### config.mk
export PLATFORM = sky130hd
export DESIGN_NAME = nvm_cmd_ctrl
export DESIGN_NICKNAME = d
export VERILOG_FILES = /design/src/rtl/nvm_cmd_pkg.sv /design/src/rtl/nvm_op_decode.sv /design/src/rtl/nvm_cmd_seq.sv /design/src/rtl/nvm_cmd_regs.sv /design/src/rtl/nvm_cmd_rdback.sv /design/src/rtl/nvm_cmd_ctrl.sv
export SDC_FILE = /design/constraint.sdc
export NUM_CORES = 1
export LEC_CHECK = 0
export CORE_UTILIZATION = 35
export DETAILED_ROUTE_END_ITERATION = 8
export DONT_BUFFER_PORTS = 1
export PLACE_DENSITY = 0.56
export RECOVER_POWER = 25
export SLEW_MARGIN = 20
export SYNTH_ARGS = -nofsm -noshare
export SYNTH_HDL_FRONTEND = slang
export SYNTH_SLANG_ARGS = --single-unit
### constraint.sdc
create_clock -name clk -period 3.9 [get_ports clk]
set_input_delay 0.78 -clock clk [delete_from_list [all_inputs] [get_ports clk]]
set_output_delay 0.78 -clock clk [all_outputs]
set_load 0.05 [all_outputs]
### src/rtl/nvm_cmd_pkg.sv
package nvm_cmd_pkg;

   localparam int CTL_W    = 16;
   localparam int CODE_W   = 4;
   localparam int B_GO     = 15;
   localparam int B_WEN    = 14;
   localparam int B_ERR    = 13;
   localparam int B_SEL    = 6;
   localparam int CODE_LSB = 0;

   typedef enum logic [1:0] {
      OP_WORD = 2'b00,
      OP_ROW  = 2'b01,
      OP_PAGE = 2'b10,
      OP_BULK = 2'b11
   } nvm_op_e;

   localparam logic [CODE_W-1:0] C_BULK = 4'b1111;
   localparam logic [CODE_W-1:0] C_PAGE = 4'b0010;
   localparam logic [CODE_W-1:0] C_WORD = 4'b0011;
   localparam logic [CODE_W-1:0] C_ROW  = 4'b0001;

endpackage

### src/rtl/nvm_op_decode.sv
module nvm_op_decode
   import nvm_cmd_pkg::*;
(
   input  logic [CODE_W-1:0] code,
   input  logic              sel_erase,
   output logic              valid,
   output nvm_op_e           op
);

   // select bit picks whether a code is real or a no-op
   always_comb begin
      valid = 1'b0;
      op    = OP_WORD;
      unique case (code)
         C_BULK: begin valid = sel_erase;  op = OP_BULK; end
         C_PAGE: begin valid = sel_erase;  op = OP_PAGE; end
         C_WORD: begin valid = !sel_erase; op = OP_WORD; end
         C_ROW:  begin valid = !sel_erase; op = OP_ROW;  end
         default: begin valid = 1'b0; op = OP_WORD; end
      endcase
   end

endmodule

### src/rtl/nvm_cmd_seq.sv
module nvm_cmd_seq
   import nvm_cmd_pkg::*;
(
   input  logic    clk,
   input  logic    por_n,
   input  logic    attempt,
   input  logic    wen_new,
   input  logic    dec_valid,
   input  nvm_op_e dec_op,
   input  logic    err_q,
   input  logic    be_busy,
   input  logic    be_done,
   input  logic    be_abort,
   output logic    go_q,
   output logic    improper,
   output logic    launch,
   output logic    done_evt,
   output logic    abort_evt,
   output logic    be_start,
   output nvm_op_e be_op
);

   // any of these makes the attempt improper
   assign improper  = attempt & (!wen_new | !dec_valid | err_q | be_busy);
   assign launch    = attempt & !improper;
   assign done_evt  = go_q & be_done;
   assign abort_evt = go_q & !be_done & be_abort;

   always_ff @(posedge clk or negedge por_n) begin
      if (!por_n) begin
         go_q     <= 1'b0;
         be_start <= 1'b0;
         be_op    <= OP_WORD;
      end else begin
         be_start <= launch;
         if (launch)
            be_op <= dec_op;
         if (go_q) begin
            if (done_evt || abort_evt)
               go_q <= 1'b0;
         end else if (launch) begin
            go_q <= 1'b1;
         end
      end
   end

endmodule

### src/rtl/nvm_cmd_regs.sv
module nvm_cmd_regs
   import nvm_cmd_pkg::*;
#(
   parameter int REG_W = 16
) (
   input  logic              clk,
   input  logic              por_n,
   input  logic              sys_rst_n,
   input  logic              wr_acc,
   input  logic [REG_W-1:0]  wr_data,
   input  logic              attempt,
   input  logic              improper,
   input  logic              done_evt,
   input  logic              abort_evt,
   output logic              wen_q,
   output logic              err_q,
   output logic              sel_q,
   output logic [CODE_W-1:0] code_q
);

   logic fld_rst_n;
   assign fld_rst_n = por_n & sys_rst_n;

   // power-on-only bits
   always_ff @(posedge clk or negedge por_n) begin
      if (!por_n) begin
         wen_q <= 1'b0;
         err_q <= 1'b0;
      end else if (wr_acc) begin
         wen_q <= wr_data[B_WEN];
         err_q <= attempt ? improper : wr_data[B_ERR];
      end else if (done_evt) begin
         err_q <= 1'b0;
      end else if (abort_evt) begin
         err_q <= 1'b1;
      end
   end

   // fields cleared by either reset
   always_ff @(posedge clk or negedge fld_rst_n) begin
      if (!fld_rst_n) begin
         sel_q  <= 1'b0;
         code_q <= '0;
      end else if (wr_acc) begin
         sel_q  <= wr_data[B_SEL];
         code_q <= wr_data[CODE_LSB +: CODE_W];
      end
   end

endmodule

### src/rtl/nvm_cmd_rdback.sv
module nvm_cmd_rdback
   import nvm_cmd_pkg::*;
#(
   parameter int REG_W   = 16,
   parameter bit RD_PIPE = 1'b0
) (
   input  logic              clk,
   input  logic              por_n,
   input  logic              go_q,
   input  logic              wen_q,
   input  logic              err_q,
   input  logic              sel_q,
   input  logic [CODE_W-1:0] code_q,
   output logic [REG_W-1:0]  rd_data
);

   logic [REG_W-1:0] word;

   always_comb begin
      word                        = '0;
      word[B_GO]                  = go_q;
      word[B_WEN]                 = wen_q;
      word[B_ERR]                 = err_q;
      word[B_SEL]                 = sel_q;
      word[CODE_LSB +: CODE_W]    = code_q;
   end

   generate
      if (RD_PIPE) begin : g_pipe
         always_ff @(posedge clk or negedge por_n) begin
            if (!por_n) rd_data <= '0;
            else        rd_data <= word;
         end
      end else begin : g_comb
         assign rd_data = word;
      end
   endgenerate

endmodule

### src/rtl/nvm_cmd_ctrl.sv
module nvm_cmd_ctrl
   import nvm_cmd_pkg::*;
#(
   parameter int REG_W   = 16,
   parameter bit RD_PIPE = 1'b0
) (
   input  logic             clk,
   input  logic             por_n,
   input  logic             sys_rst_n,
   input  logic             wr_en,
   input  logic [REG_W-1:0] wr_data,
   output logic [REG_W-1:0] rd_data,
   input  logic             be_busy,
   input  logic             be_done,
   input  logic             be_abort,
   output logic             be_start,
   output logic [1:0]       be_op
);

   generate
      if (REG_W < CTL_W) begin : g_bad_width
         $error("nvm_cmd_ctrl: REG_W must be at least 16");
      end
   endgenerate

   logic              go_q, wen_q, err_q, sel_q;
   logic [CODE_W-1:0] code_q;
   logic              wr_acc, attempt, improper, launch;
   logic              done_evt, abort_evt, dec_valid;
   nvm_op_e           dec_op, op_q;

   // writes taken only when idle
   assign wr_acc  = wr_en & !go_q;
   assign attempt = wr_acc & wr_data[B_GO];

   nvm_op_decode u_dec (
      .code      (wr_data[CODE_LSB +: CODE_W]),
      .sel_erase (wr_data[B_SEL]),
      .valid     (dec_valid),
      .op        (dec_op)
   );

   nvm_cmd_seq u_seq (
      .clk       (clk),
      .por_n     (por_n),
      .attempt   (attempt),
      .wen_new   (wr_data[B_WEN]),
      .dec_valid (dec_valid),
      .dec_op    (dec_op),
      .err_q     (err_q),
      .be_busy   (be_busy),
      .be_done   (be_done),
      .be_abort  (be_abort),
      .go_q      (go_q),
      .improper  (improper),
      .launch    (launch),
      .done_evt  (done_evt),
      .abort_evt (abort_evt),
      .be_start  (be_start),
      .be_op     (op_q)
   );

   assign be_op = op_q;

   nvm_cmd_regs #(.REG_W(REG_W)) u_regs (
      .clk       (clk),
      .por_n     (por_n),
      .sys_rst_n (sys_rst_n),
      .wr_acc    (wr_acc),
      .wr_data   (wr_data),
      .attempt   (attempt),
      .improper  (improper),
      .done_evt  (done_evt),
      .abort_evt (abort_evt),
      .wen_q     (wen_q),
      .err_q     (err_q),
      .sel_q     (sel_q),
      .code_q    (code_q)
   );

   nvm_cmd_rdback #(.REG_W(REG_W), .RD_PIPE(RD_PIPE)) u_rd (
      .clk     (clk),
      .por_n   (por_n),
      .go_q    (go_q),
      .wen_q   (wen_q),
      .err_q   (err_q),
      .sel_q   (sel_q),
      .code_q  (code_q),
      .rd_data (rd_data)
   );

endmodule

# Yosys cells after proc, flatten, opt, wreduce, memory -nomap -nowiden
# Cells that the tools add are included.
# totals
elab_cells	41
reg_bits	11
out_inout_bits	19
input_bits	23
# classes
eq_ne	4
mux	9
reduce_logical	10
n_bitwise	11
# op_table
cell	n
AND 1 bit	8
== test 4 x 2 -> 1 bit, second input constant	2
two-way mux 1 bit	7
zero test 1 bit	6
one-hot mux 2 bit (3 select lines)	1
== test 4 x 1 -> 1 bit, second input constant	1
== test 4 bit, second input constant	1
OR reduction 2 bit	2
OR 1 bit	3
nonzero test 3 bit	1
one-hot mux 1 bit (2 select lines)	1
logical OR 1 bit	1

# Depth between registers and ports, before layout
# Gate-level depths: netlist of the first run.
# depth
depth_word	12
ltp_mapped	4

# Modules after synthesis
# A second synthesis of the first run with hierarchy kept.
# hier_totals
cells_unflattened	61
area_unflattened_um2	695.7
# modules_own_cells
mod	cells_per_inst	seq_area_each_um2	area_per_inst_um2	instances
nvm_cmd_regs	18	175.2	310.3	1
nvm_cmd_seq	15	100.1	187.7	1
nvm_cmd_rdback	17	0.0	123.9	1
nvm_op_decode	9	0.0	58.8	1
nvm_cmd_ctrl	2	0.0	15.0	1

# Worst setup path before layout of the first run
# OpenSTA, ideal clock, no wires.
# synth_path
path_type	input -> register
startpoint	input be_busy
endpoint	register u_regs.err_q
arrival_time_ps	1639
setup_ps	126
n_path_buf	0
setup_slack_ps	2135
path_stages	4
path_cell_list	nor4b_2 > o2111ai_1 > a21o_1 > a221o_1
# synth_via
elab_chain_len	4
# synth_lines
item	line_no	text
start: declaration	nvm_cmd_ctrl.sv:13	input logic be_busy,
OR 1 bit	nvm_cmd_seq.sv:24	assign improper = attempt & (!wen_new | !dec_valid | err_q | be_busy);
AND 1 bit	nvm_cmd_seq.sv:24	
two-way mux 1 bit	nvm_cmd_regs.sv:31	err_q <= attempt ? improper : wr_data[B_ERR];
two-way mux 1 bit	nvm_cmd_regs.sv:29	end else if (wr_acc) begin
end signal: assignment	nvm_cmd_regs.sv:31	
end: declaration	nvm_cmd_regs.sv:16	output logic err_q,
# No other way between the ends.
# A chain may end at the register's enable or synchronous reset.

# Worst setup path in the final report of the first run
# layout_path
startpoint	register u_seq.go_q
endpoint	register u_regs.err_q
# layout_via
elab_chain_len	6
# layout_lines
item	line_no	text
start: declaration	nvm_cmd_seq.sv:14	output logic go_q,
start signal: assignment	nvm_cmd_seq.sv:31	go_q <= 1'b0;
start signal: assignment	nvm_cmd_seq.sv:40	go_q <= 1'b0;
start signal: assignment	nvm_cmd_seq.sv:42	go_q <= 1'b1;
zero test 1 bit	nvm_cmd_ctrl.sv:33	assign wr_acc = wr_en & !go_q;
AND 1 bit	nvm_cmd_ctrl.sv:33	
AND 1 bit	nvm_cmd_ctrl.sv:34	assign attempt = wr_acc & wr_data[B_GO];
AND 1 bit	nvm_cmd_seq.sv:24	
two-way mux 1 bit	nvm_cmd_regs.sv:31	
two-way mux 1 bit	nvm_cmd_regs.sv:29	
# Several ways; a longest one is shown, not always the timed one.

==> results of run 1 <==
[critical path: stages, from the launching register on]
cell and delay, ns:
dfrtp_1 0.60, nor4b_2 0.36, o2111ai_1 0.16, a21o_1 0.24, a221o_1 0.33
[synth_stat cells]
| cell type | count |
|---|---|
| a21o_1 | 1 |
| a221o_1 | 1 |
| and2_1 | 1 |
| and3_1 | 2 |
| buf_4 | 12 |
| clkbuf_1 | 1 |
| conb_1 | 1 |
| dfrtp_1 | 11 |
| inv_1 | 2 |
| mux2_2 | 6 |
| mux2i_1 | 1 |
| nand2b_1 | 2 |
| nor2_1 | 5 |
| nor3_1 | 2 |
| nor3b_1 | 1 |
| nor4b_2 | 1 |
| o2111ai_1 | 1 |
| o21ai_0 | 1 |
| o21ai_1 | 2 |
| o2bb2ai_1 | 1 |
[worst paths after layout]
kind / startpoint / endpoint / slack [ns] / cells after the start
min: por_n / u_regs.wen_q$_DFFE_PN0P_ / 0.21 / 0
max reg2reg: u_seq.go_q$_DFF_PN0_ / u_regs.err_q$_DFFE_PN0P_ / 2.10 / 4
min in group clk: be_abort / u_seq.go_q$_DFF_PN0_ / 0.61 / 1
max: u_seq.go_q$_DFF_PN0_ / u_regs.err_q$_DFFE_PN0P_ / 2.10 / 4
max in group asynchronous: por_n / u_regs.code_q[2]$_DFFE_PN0P_ / 3.24 / 1
min reg2reg: u_seq.be_op[0]$_DFFE_PN0P_ / u_seq.be_op[0]$_DFFE_PN0P_ / 0.78 / 2
[metrics by stage]
step                 util  worst slack [ns]  hold slack [ns]
detailed placement  0.352              2.03            0.485
global route        0.369              2.00            0.172
CTS                 0.369              2.08            0.194
global placement    0.352              2.05            0.485
floorplan               -              2.13            0.481
finish              0.369              2.10            0.206
[cell families (layout without fill, tap and decap cells)]
| group | Yosys count | after routing | synth area share |
|---|---|---|---|
| compound gates | 7 | 7 | 0.0847 |
| buf+inv | 15 | 6 | 0.172 |
| flops | 11 | 11 | 0.466 |
| mux | 7 | 7 | 0.131 |
| other cells | 1 | 8 | 0.00635 |
| simple gates | 14 | 14 | 0.140 |
[where the power goes]
group / switching [mW] / internal (mW) / total (mW) / leakage (nW)
sequential: 0.0502 / 0.125 / 0.175 / 0.137
clock: 0.0355 / 0.0395 / 0.0750 / 0.0150
combinational: 0.0240 / 0.0119 / 0.0359 / 0.120
total: 0.110 / 0.176 / 0.286 / 0.271
[layer usage]
layer	vias to the layer above	part of all wire
li1	162	-
met1	163	0.37
met2	19	0.50
met3	0	0.12
met4	0	0
met5	-	0
[area by class of cell]
cell class | count | area (um^2)
fill | 163 | 972
clock buffer | 4 | 26.3
inverter | 2 | 7.51
multi-input combinational | 36 | 240
tap | 16 | 20.0
sequential | 11 | 275
[flip-flops by register name, indices dropped and copies added, names as in the netlist]
| signal | cells |
|---|---|
| u_regs.code_q | 4 |
| u_seq.be_op | 2 |
| u_regs.err_q | 1 |
| u_regs.sel_q | 1 |
| u_regs.wen_q | 1 |
| u_seq.be_start | 1 |
| u_seq.go_q | 1 |
==> out/qor.yml, run 1 <==
status:
  status: "finished clean"
finish:
  stdcell_count: 69
  layout_commonest_cell: "dfrtp_1"
  nNetsFinal: 77
  n_antenna_cell: 0
  mostFrequentLayoutCells: "11 x dfrtp_1, 8 x conb_1, 6 x mux2_2"
  design_area_um2: 569
  drive_gt1_frac: 0.189
  area_growth_pct: -3.60
sta:
  setup_viol: 0
  final-max-slew-violation-count: 0
  setup-tns-final_ns: 0
  tightest_slew_ns: 0.565
  final.min_clock_period_ns: 1.80
  rsz0062_at_grt: "false"
  finClkSkew_ns: 0.00160
  finalHoldViolations: 0
  clock.fmax_mhz: 554
  slew_headroom: 0.623
  period_share: 0.463
critical_path:
  worstSetupPathType: "reg -> reg"
  worstPathArrival_ns: 1.95
  end_kind: "flip-flop"
  critPathMaxFanout: 5
  startpoint_type: "flip-flop"
  crit_required_ns: 4.05
pwr:
  p_per_area_nw_per_um2: 502
  total_power_mw: 0.286
  peakVddDrop_v: 0.000178
  p_leak_nw: 0.271
synthesis:
  yosysTopAreaCell: "dfrtp_1"
  synthCells: 55
  synthDistinctLibCells: 20
  synth_top_area_frac: 0.466
  avgSynthCellArea_um2: 10.7
  ys_seq_elements: 11
  synth-seq-area-share: 0.466
  netlist_area_um2: 591
  synthTopCellsByArea: "dfrtp_1 47%, buf_4 15%, mux2_2 11%"
  yosys_warnings: 0
cts:
  cts_inserted_buffers: 3
  post_cts_resized: 0
  cts_num_sinks: 11
  cts-root-buf: "clkbuf_4"
  postCtsSetupBuffers: 0
  clkTransAtPathRegs_ns: 0.07
  cts-htree-levels: 1
  cts_buffer_depth: 2
  ctsHoldBuffers: 0
  tritoncts: "done"
  clk_latency_ns: 0.26
hold_path:
  holdCritPathClass: "in -> async"
global_route:
  met2_usage: 0.191
  grt-busiest-layer: "met2"
  overflow: 0
  grt_pass1_wl_um: 1560
  grt_max_degree: 8
  grt_usage: 0.123
  use_met3: 0.0979
  met1_usage: 0.119
  antenna_found_initial: 0
  grt_pass1_vias: 340
floorplanning:
  initial_core_util: 0.383
  row_count: 14
  core_region_area_um2: 1540
  io_pins: 42
  die_h_um: 43.1
  die_w_um: 43.1
  die_area_um2: 1860
routing:
  wl_per_cell_um: 13.6
  drc: 0
  vias_per_cell: 4.99
  drt_first_pass_iters: 2
  drt_iter0_drc: 4
  drt_wl_total_um: 939
  dr_total_vias: 344
  antenna_left: 0
place:
  dpl.hpwl_um: 772
  routabilityCongestion: 0.635
  place_area_um2: 543
  port_buffers: 0
  dp.cells: 65
job:
  max_cap_violations: 0
Power figures use the tool's default switching activity.
==> run 2: changes to the inputs <==
- clock period: 3.9 -> 1.8 ns (I/O delays scaled with it)
==> run 2 against run 1 <==
  * Routed wire length grew 3.3%
  * Sequential share of layout area shrank 2.8 points
  * Sequential cell count is the same
  * Count of clock-buffer cells in the layout is the same
  * Critical path type unchanged
  * Highest routed layer is now met4
==> out/qor.yml, run 2 (same netlist as run 1, synthesis figures left out) <==
hold_path:
  hold-path-cell-count: 1
  worstHoldStart: "be_abort"
  holdCritPathClass: "in -> reg"  # was in -> async
  hold_path_end: "u_seq.go_q$_DFF_PN0_"
sta:
  final-max-slew-violation-count: 0  # unchanged
  period_share: 0.854  # was 0.463
  finalHoldViolations: 0  # unchanged
  setup_viol: 0  # unchanged
  finClkSkew_ns: 0.00219  # was 0.00160 ns
  rsz0062_at_grt: "false"  # unchanged
  worst_hold_slack_ns: 0.191  # was 0.206 ns
  final.min_clock_period_ns: 1.54  # was 1.80 ns
  setup-tns-final_ns: 0  # unchanged
  clock.fmax_mhz: 651  # was 554 MHz
place:
  dpl.hpwl_um: 779  # was 772 um
  port_buffers: 0  # unchanged
  place_area_um2: 558  # was 543 um^2
  routabilityCongestion: 0.636  # was 0.635
pwr:
  p_int_mw: 0.388  # was 0.176 mW
  total_power_mw: 0.627  # was 0.286 mW
  p_per_area_nw_per_um2: 1040  # was 502 nW/um^2
  sw_frac_of_total: 0.381  # was 0.383
  p_leak_nw: 0.290  # was 0.271 nW
  p_clk_frac: 0.254  # was 0.262
  p_seq_frac: 0.588  # was 0.612
  peakVddDrop_v: 0.000368  # was 0.000178 V
  combPwrFrac: 0.158  # was 0.126
  switchingPower_mw: 0.239  # was 0.110 mW
global_route:
  antenna_found_initial: 0  # unchanged
  grt_max_degree: 8  # unchanged
  grt_usage: 0.128  # was 0.123
  grt_pass1_wl_um: 1730  # was 1560 um
  grt_pass1_vias: 385  # was 340
  overflow: 0  # unchanged
cts:
  tritoncts: "done"  # unchanged
  cts_inserted_buffers: 3  # unchanged
  clk_latency_ns: 0.26  # about the same
  postCtsSetupBuffers: 0  # unchanged
  ctsHoldBuffers: 2  # was 0
  cts-root-buf: "clkbuf_4"  # unchanged
  cts_num_sinks: 11  # unchanged
  clkTransAtPathRegs_ns: 0.06  # was 0.07 ns
  cts_buffer_depth: 2  # unchanged
  cts-htree-levels: 1  # unchanged
  post_cts_resized: 0  # unchanged
floorplanning:
  initial_core_util: 0.383  # unchanged
  die_h_um: 43.1  # unchanged
  row_count: 14  # unchanged
  die_w_um: 43.1  # unchanged
  die_area_um2: 1860  # unchanged
  io_pins: 42  # unchanged
  core_region_area_um2: 1540  # unchanged
routing:
  drt_iter0_drc: 5  # was 4
  drt_first_pass_iters: 2  # unchanged
  wl_per_cell_um: 13.3  # was 13.6 um
  dr_total_vias: 375  # was 344
  vias_per_cell: 5.14  # was 4.99
  antenna_left: 0  # unchanged
  drc: 0  # unchanged
  drt_wl_total_um: 970  # was 939 um
critical_path:
  end_kind: "flip-flop"  # unchanged
  r2r_slack_ns: 0.26  # was 2.10 ns
  critPathLaunch: "u_seq.go_q$_DFF_PN0_"  # unchanged
  crit_required_ns: 1.94  # was 4.05 ns
  rr_endpoint: "u_regs.err_q$_DFFE_PN0P_"  # unchanged
  startpoint_type: "flip-flop"  # unchanged
  critPathMaxFanout: 5  # unchanged
  worstSetupPathType: "reg -> reg"  # unchanged
  reg2reg_from: "u_seq.go_q$_DFF_PN0_"  # unchanged
  worstPathArrival_ns: 1.68  # was 1.95 ns
  r2r_cells: 4  # unchanged
finish:
  reg_top3: "u_regs.code_q (4), u_seq.be_op (2)"  # unchanged
  area_growth_pct: 2.33  # was -3.60%
  layout_commonest_cell: "dfrtp_1"  # unchanged
  largest_reg_flops: 4  # unchanged
  mostFrequentLayoutCells: "11 x dfrtp_1, 8 x conb_1, 6 x mux2_2"  # unchanged
  regMostFlops: "u_regs.code_q"  # unchanged
  design_area_um2: 604  # was 569 um^2
  drive_gt1_frac: 0.211  # was 0.189
  n_antenna_cell: 0  # unchanged
  nNetsFinal: 81  # was 77
status:
  status: "finished clean"  # unchanged
job:
  max_cap_violations: 0  # unchanged
[run 2: cell count changes in the layout (fill, tap and decap cells not counted)]
cell	delta
dlygate4sd3_1	+2
buf_4	+2
[run 2: stage by stage]
step / worst slack [ns] / cells / utilization
final: 0.263 / 73 / 0.392
after CTS: 0.238 / 73 / 0.392
after floorplan: 0.353 / 62 / -
after detailed placement: 0.246 / 67 / 0.362
after global placement: 0.257 / 67 / 0.362
after global routing: 0.0895 / 73 / 0.392
[run 2: power by group through the flow]
stage               Combinational [mW]  Sequential (mW)  Clock (mW)
finish                          0.0992            0.369       0.159
global route                     0.108            0.373       0.183
CTS                              0.101            0.370       0.167
detailed placement              0.0942            0.374           0
global placement                0.0924            0.374           0
floorplan                        0.127            0.353           0
[run 2: how the worst max path moves through the flow]
stage	endpoint	cells after the start
finish	u_regs.err_q$_DFFE_PN0P_	4
CTS	u_regs.err_q$_DFFE_PN0P_	4
floorplan	u_regs.err_q$_DFFE_PN0P_	4
global route	u_regs.err_q$_DFFE_PN0P_	4
detailed placement	u_regs.err_q$_DFFE_PN0P_	4
global placement	u_regs.err_q$_DFFE_PN0P_	4
[run 2: metal layers]
layer  GRT usage  part of all wire  up-vias
met5           0                 0        -
met4      0.0727             0.018        0
met3      0.0638              0.11        2
met2       0.200              0.50       19
met1       0.139              0.37      180
li1            -                 -      174
[run 2: cell type report]
| class | count | area (um^2) |
|---|---|---|
| Timing Repair Buffer | 4 | 35.0 |
| Sequential cell | 11 | 275 |
| Inverter | 2 | 7.51 |
| Multi-Input combinational cell | 36 | 240 |
| Fill cell | 157 | 937 |
| Clock buffer | 4 | 26.3 |
| Tap cell | 16 | 20.0 |
[run 2: worst max-delay path, cell delays in order, from the launching register on]
cell       delay [ns]
dfrtp_1          0.42
nor4b_2          0.27
o2111ai_1        0.15
a21o_1           0.24
a221o_1          0.33
